## src/rtl/pcicfg_pkg.sv

```systemverilog
package pcicfg_pkg;
    localparam int NUM_ERR = 6;
    localparam logic [15:0] STAT_CONST = 16'h0210;
    localparam logic [15:0] ERR_BITS   = 16'hF900;
    localparam logic [15:0] CMD_RW     = 16'h0146;

    typedef struct packed {
        logic serr;
        logic perr;
        logic master;
        logic mem;
    } cmd_t;

    // place error flags at their status bit positions
    function automatic logic [15:0] err_to_stat(input logic [NUM_ERR-1:0] e);
        return {e[5:1], 2'b00, e[0], 8'h00};
    endfunction

    // pick error flag positions out of a status halfword
    function automatic logic [NUM_ERR-1:0] stat_to_err(input logic [15:0] s);
        return {s[15:11], s[8]};
    endfunction

    function automatic logic [15:0] cmd_to_word(input cmd_t c);
        return {7'b0, c.serr, 1'b0, c.perr, 3'b000, c.master, c.mem, 1'b0};
    endfunction
endpackage

```

## src/rtl/pcicfg_cmd_reg.sv

```systemverilog
module pcicfg_cmd_reg
    import pcicfg_pkg::*;
(
    input  logic        clk,
    input  logic        rst_n,
    input  logic        wr_lane0,
    input  logic        wr_lane1,
    input  logic [15:0] wdata,
    output cmd_t        cmd_q
);
    cmd_t cmd_d;

    always_comb begin
        cmd_d = cmd_q;
        if (wr_lane0) begin
            cmd_d.perr   = wdata[6];
            cmd_d.master = wdata[2];
            cmd_d.mem    = wdata[1];
        end
        if (wr_lane1) begin
            cmd_d.serr = wdata[8];
        end
    end

    always_ff @(posedge clk) begin
        if (!rst_n) cmd_q <= '0;
        else        cmd_q <= cmd_d;
    end
endmodule

```

## src/rtl/pcicfg_err_reg.sv

```systemverilog
module pcicfg_err_reg
    import pcicfg_pkg::*;
#(
    parameter int N = NUM_ERR
) (
    input  logic         clk,
    input  logic         rst_n,
    input  logic         clr_en,
    input  logic [N-1:0] clr_bits,
    input  logic [N-1:0] set_bits,
    output logic [N-1:0] err_q
);
    logic [N-1:0] err_d;

    always_comb begin
        err_d = err_q;
        if (clr_en) err_d = err_d & ~clr_bits;
        err_d = err_d | set_bits; // a new error outranks a clear
    end

    always_ff @(posedge clk) begin
        if (!rst_n) err_q <= '0;
        else        err_q <= err_d;
    end
endmodule

```

## src/rtl/pcicfg_rd_mux.sv

```systemverilog
module pcicfg_rd_mux #(
    parameter int          ADDR_W = 6,
    parameter logic [15:0] DEV_ID = 16'h6003,
    parameter logic [15:0] VEN_ID = 16'h1013
) (
    input  logic [ADDR_W-1:0] addr,
    input  logic [15:0]       cmd_w,
    input  logic [15:0]       status_w,
    output logic [31:0]       rdata
);
    localparam logic [ADDR_W-1:0] OFF_ID = ADDR_W'(0);
    localparam logic [ADDR_W-1:0] OFF_CS = ADDR_W'(1);

    always_comb begin
        rdata = '0;
        if (addr == OFF_ID)      rdata = {DEV_ID, VEN_ID};
        else if (addr == OFF_CS) rdata = {status_w, cmd_w};
    end
endmodule

```

## src/rtl/pcicfg_hdr.sv

```systemverilog
module pcicfg_hdr
    import pcicfg_pkg::*;
#(
    parameter int          ADDR_W = 6,
    parameter logic [15:0] DEV_ID = 16'h6003,
    parameter logic [15:0] VEN_ID = 16'h1013
) (
    input  logic              clk,
    input  logic              rst_n,
    input  logic              cfg_wr,
    input  logic [ADDR_W-1:0] cfg_addr,
    input  logic [3:0]        cfg_be,
    input  logic [31:0]       cfg_wdata,
    output logic [31:0]       cfg_rdata,
    input  logic [5:0]        err_set,
    output logic              en_serr,
    output logic              en_perr,
    output logic              en_master,
    output logic              en_mem
);
    localparam logic [ADDR_W-1:0] OFF_CS = ADDR_W'(1);

    logic               wr_cs;
    cmd_t               cmd_q;
    logic [NUM_ERR-1:0] err_q;
    logic [15:0]        cmd_w;
    logic [15:0]        status_w;

    assign wr_cs = cfg_wr && (cfg_addr == OFF_CS);

    pcicfg_cmd_reg u_cmd (
        .clk      (clk),
        .rst_n    (rst_n),
        .wr_lane0 (wr_cs && cfg_be[0]),
        .wr_lane1 (wr_cs && cfg_be[1]),
        .wdata    (cfg_wdata[15:0]),
        .cmd_q    (cmd_q)
    );

    pcicfg_err_reg #(.N(NUM_ERR)) u_err (
        .clk      (clk),
        .rst_n    (rst_n),
        .clr_en   (wr_cs && cfg_be[3]),
        .clr_bits (stat_to_err(cfg_wdata[31:16])),
        .set_bits (err_set),
        .err_q    (err_q)
    );

    assign cmd_w    = cmd_to_word(cmd_q);
    assign status_w = STAT_CONST | err_to_stat(err_q);

    pcicfg_rd_mux #(.ADDR_W(ADDR_W), .DEV_ID(DEV_ID), .VEN_ID(VEN_ID)) u_rd (
        .addr     (cfg_addr),
        .cmd_w    (cmd_w),
        .status_w (status_w),
        .rdata    (cfg_rdata)
    );

    assign en_serr   = cmd_q.serr;
    assign en_perr   = cmd_q.perr;
    assign en_master = cmd_q.master;
    assign en_mem    = cmd_q.mem;
endmodule

```

## config.mk

```make
export PLATFORM = sky130hd
export DESIGN_NAME = pcicfg_hdr
export DESIGN_NICKNAME = d
export VERILOG_FILES = /design/src/rtl/pcicfg_pkg.sv /design/src/rtl/pcicfg_cmd_reg.sv /design/src/rtl/pcicfg_err_reg.sv /design/src/rtl/pcicfg_rd_mux.sv /design/src/rtl/pcicfg_hdr.sv
export SDC_FILE = /design/constraint.sdc
export NUM_CORES = 1
export LEC_CHECK = 0
export BUFFER_PORTS_ARGS = -buffer_cell sky130_fd_sc_hd__buf_2
export CAP_MARGIN = 30
export CORE_ASPECT_RATIO = 1.25
export CORE_MARGIN = 5
export CORE_UTILIZATION = 28
export DETAILED_ROUTE_END_ITERATION = 16
export PLACE_DENSITY = 0.73
export SYNTH_ARGS = -nofsm -noshare
export SYNTH_HDL_FRONTEND = slang
export SYNTH_SLANG_ARGS = --single-unit
```

## constraint.sdc

```tcl
create_clock -name clk -period 1.5 [get_ports clk]
set_clock_uncertainty 0.15 [all_clocks]
set_input_delay 0.075 -clock clk [delete_from_list [all_inputs] [get_ports clk]]
set_output_delay 0.075 -clock clk [all_outputs]
set_load 0.03 [all_outputs]
```

### Yosys cells after proc, flatten, opt, wreduce, memory -nomap -nowiden

Index checks and enable logic that the tools add are counted.

* register bits after elaboration: 10
* output and inout port bits: 36

* mux-type cells: 3
* equality and inequality tests: 1
* reduce and logical (&&, ||, !) cells: 5
* bitwise logic cells: 3

Operator list (number)
* $mux 32: 2
* $and 6x6->6: 1
* $eq 6x1->1 const B: 1
* $logic_not 6->1: 1
* $mux 6: 1
* $not 6->6: 1
* $or 6x6->6: 1
* $logic_and 1x1->1: 4

### Logic depth before layout (Yosys ltp)

* word-level depth: 5
* depth in mapped cells: 5

### Hierarchy

From an unflattened synthesis, not the netlist that was laid out.

* cells, all modules: 120
* area, all modules: 967.2 um^2

Modules (own cells, without submodules)
* pcicfg_rd_mux: sequential area each 0.0 um^2, times used 1, area each 544.3 um^2, cells an instance 77
* pcicfg_err_reg: sequential area each 120.1 um^2, times used 1, area each 210.2 um^2, cells an instance 24
* pcicfg_cmd_reg: sequential area each 80.1 um^2, times used 1, area each 145.1 um^2, cells an instance 12
* pcicfg_hdr: sequential area each 0.0 um^2, times used 1, area each 67.6 um^2, cells an instance 7

### Least setup slack after synthesis

Ideal clock, no wire load.

* kind: input to output
* from: in cfg_addr[1]
* to: out cfg_rdata[12]
* data arrival time: 1.743 ns
* required time: 1.275 ns
* stages on the path: 5
* setup slack: -0.468 ns
* cell sequence: or3_1 > buf_6 > or3_4 > nor2_1 > buf_4

* word-level cells in the longest chain between the ends: 2

Ends and longest elaborated chain
* start: declaration: line pcicfg_hdr.sv:11 `input logic [ADDR_W-1:0] cfg_addr,`
* $logic_not 6->1: line pcicfg_rd_mux.sv:16 `if (addr == OFF_ID) rdata = {DEV_ID, VEN_ID};`
* $mux 32: line pcicfg_rd_mux.sv:16
* end: declaration: line pcicfg_hdr.sv:14 `output logic [31:0] cfg_rdata,`

Every way passes these cells.

### Worst setup path after layout

* from: in cfg_addr[1]
* to: out cfg_rdata[16]

Same word-level chain as after synthesis.

==> impl_metrics.toml <==
[timing]
fmax_mhz = 657
finalCritPeriodShare_pct = 102
hold_violations = 0
whs_ns = 0.0330
setup_viol = 4
layout_min_cycle_time_ns = 1.52
worst_slack_ns = -0.0231
maxSlewViolCount = 0
rsz0062_at_grt = "true"

[clocking]
clk_latency_ns = 0.25
htreeDepth = 1
cts_buffers = 3
clkTransAtPathRegs_ns = 0.06
cts.sinks = 10
cts_max_path_buffers = 2
root_buffer = "clkbuf_4"
cts_tree = "built"
postCtsSetupBuffers = 0

[floorplan]
chipHeight_um = 65.7
die_w_um = 54.6
rows = 20
ioPinCount = 87
die_area_um2 = 3590
core_area_um2 = 2400
start_util_pct = 29.0

[power_and_ir_drop]
power_leakage_nw = 0.609
finalPower_w = 0.000649
ir_drop_uv = 531
p_per_area_nw_per_um2 = 520

[routing]
drt_first_pass_iters = 4
vias_per_cell = 4.35
wire_per_inst_um = 13.1
num_vias = 813
ant_nets = 0
drc = 0
finalWirelength_um = 2450
drt_iter0_markers = 3

[grt]
gr-usage-all-layers_pct = 13.6
grt_pass1_wl_um = 3490
gr-total-overflow = 0
grt_pass1_vias = 830
grt_max_degree = 10
antenna_found_initial = 0

[layout]
insertedDiodeCount = 0
final_common_cell = "buf_2"
syn2layout_area_growth_pct = 79.3
drive_gt1_share_pct = 45.5
nFillCells = 230
final_cell_mix = "buf_2, dlygate4sd3_1, conb_1"
register_area_um2 = 200
multiInputGateArea_um2 = 378
nets = 207
utilization_pct = 51.9

[run_status]
violations = "setup timing"
status = "complete, but fails checks"

[synth]
synth_largest_area_cell = "dfxtp_1"
avgSynthCellArea_um2 = 8.00
synthTopCellsByArea = "dfxtp_1, buf_4, inv_1"
yosysSeqAreaShare_pct = 28.8
yosys_warnings = 0
synth_cell_types = 20
ys_ff_latch = 10
netlist_area_um2 = 696
postSynthCellCount = 87
synth.top_cell.area_share_pct = 28.8

[placed_design]
portBuffers = 48
gp_congestion = 0.645
dp_hpwl_um = 1620

[setup_path]
rrSetupSlack_ns = 0.65
crit_fanout = 5
cp_data_arrival_time_ns = 1.30
criticalPathCategory = "in -> out"
cp.required_ns = 1.27
crit_end = "cfg_rdata[16]"
r2r_cells = 2
rr_endpoint = "u_err.err_q[1]"
critPathCaptureType = "output pin"
startpoint_type = "input pin"
critPathLaunch = "cfg_addr[1]"
r2r_start = "u_err.err_q[1]"

[min_path]
hp-class = "in -> reg"

[run]
cap_violations = 0
[through the flow]
| stage | setup TNS, ns | setup WS [ns] | area (um^2) | instances |
|---|---|---|---|---|
| 2_1_floorplan | -2.27 | -0.215 | 787 | 101 |
| 6_report | -0.0863 | -0.0231 | 1250 | 187 |
| 3_3_place_gp | -1.23 | -0.0941 | 915 | 163 |
| 5_1_grt | -0.483 | -0.0672 | 1250 | 187 |
| 3_5_place_dp | -1.44 | -0.110 | 915 | 163 |
| 4_1_cts | -0.156 | -0.0404 | 1200 | 187 |
[cells by family (layout without fill, tap and decap cells)]
kind of cell / after synthesis / after routing / synth area share [%]
simple gates: 19 / 19 / 21.4
compound gates: 23 / 23 / 19.1
flops: 10 / 10 / 28.8
other cells: 1 / 15 / 0.539
buf+inv: 34 / 87 / 30.2
[where the power goes]
part	total (W)	leakage [nW]	internal, W	switching, W
logic	0.000191	0.513	0.0000807	0.000111
clock network	0.000174	0.0138	0.0000922	0.0000819
registers	0.000283	0.0825	0.000277	0.00000565
total	0.000649	0.609	0.000450	0.000198
[per-layer routing]
| metal | up-vias | GRT usage (%) | share of wire [%] | routed length, um |
|---|---|---|---|---|
| met3 | 2 | 2.27 | 9.6 | 236 |
| met4 | 0 | 6.23 | 0.41 | 10 |
| met2 | 44 | 27.4 | 56 | 1380 |
| li1 | 400 | - | - | - |
| met1 | 367 | 11.9 | 34 | 825 |
| met5 | - | 0 | 0 | 0 |
[area by class of cell]
cell class | instances | area share [%]
multi-input cells | 57 | 30.3
flip-flops and latches | 10 | 16.0
well taps | 33 | 3.31
clock buffers | 3 | 1.81
repair buffers | 72 | 44.9
inverters | 12 | 3.61
[sequential cells by signal (all words and copies together) (netlist names)]
register	flops
u_err.err_q	6
u_cmd.cmd_q	4
[worst min path at each step]
stage / from / end / cells after the start
2_1_floorplan: cfg_wdata[24] / u_err.err_q[0] / 1
3_3_place_gp: cfg_wdata[27] / u_err.err_q[1] / 2
3_5_place_dp: cfg_wdata[24] / u_err.err_q[0] / 2
4_1_cts: cfg_be[1] / u_cmd.cmd_q[3] / 4
5_1_grt: cfg_be[1] / u_cmd.cmd_q[3] / 4
6_report: cfg_be[1] / u_cmd.cmd_q[3] / 4
[critical path: stages]
cell and delay (ns):
buf_6 0.09, or3_4 0.41, or3_4 0.38, nor2_4 0.15, buf_4 0.18
[cell usage after synthesis (all sizes together)]
cell     instances
o21ai            6
a31oi            6
dfxtp           10
nor3             1
conb             1
and3             1
nor2             1
buf             21
inv             12
clkbuf           1
or3              2
and2             7
and4bb           1
a21oi            7
nand4bb          1
nand4            4
nor4b            1
o31ai            4
[timing repair]
item,4_1_cts,5_1_grt
endpoints found under the setup margin,15,15
hold buffers,21,0
hold endpoints to repair,10,0
pin swaps,0,1
cloned,0,0
resized for setup,18,15
Power figures use the tool's default switching activity.
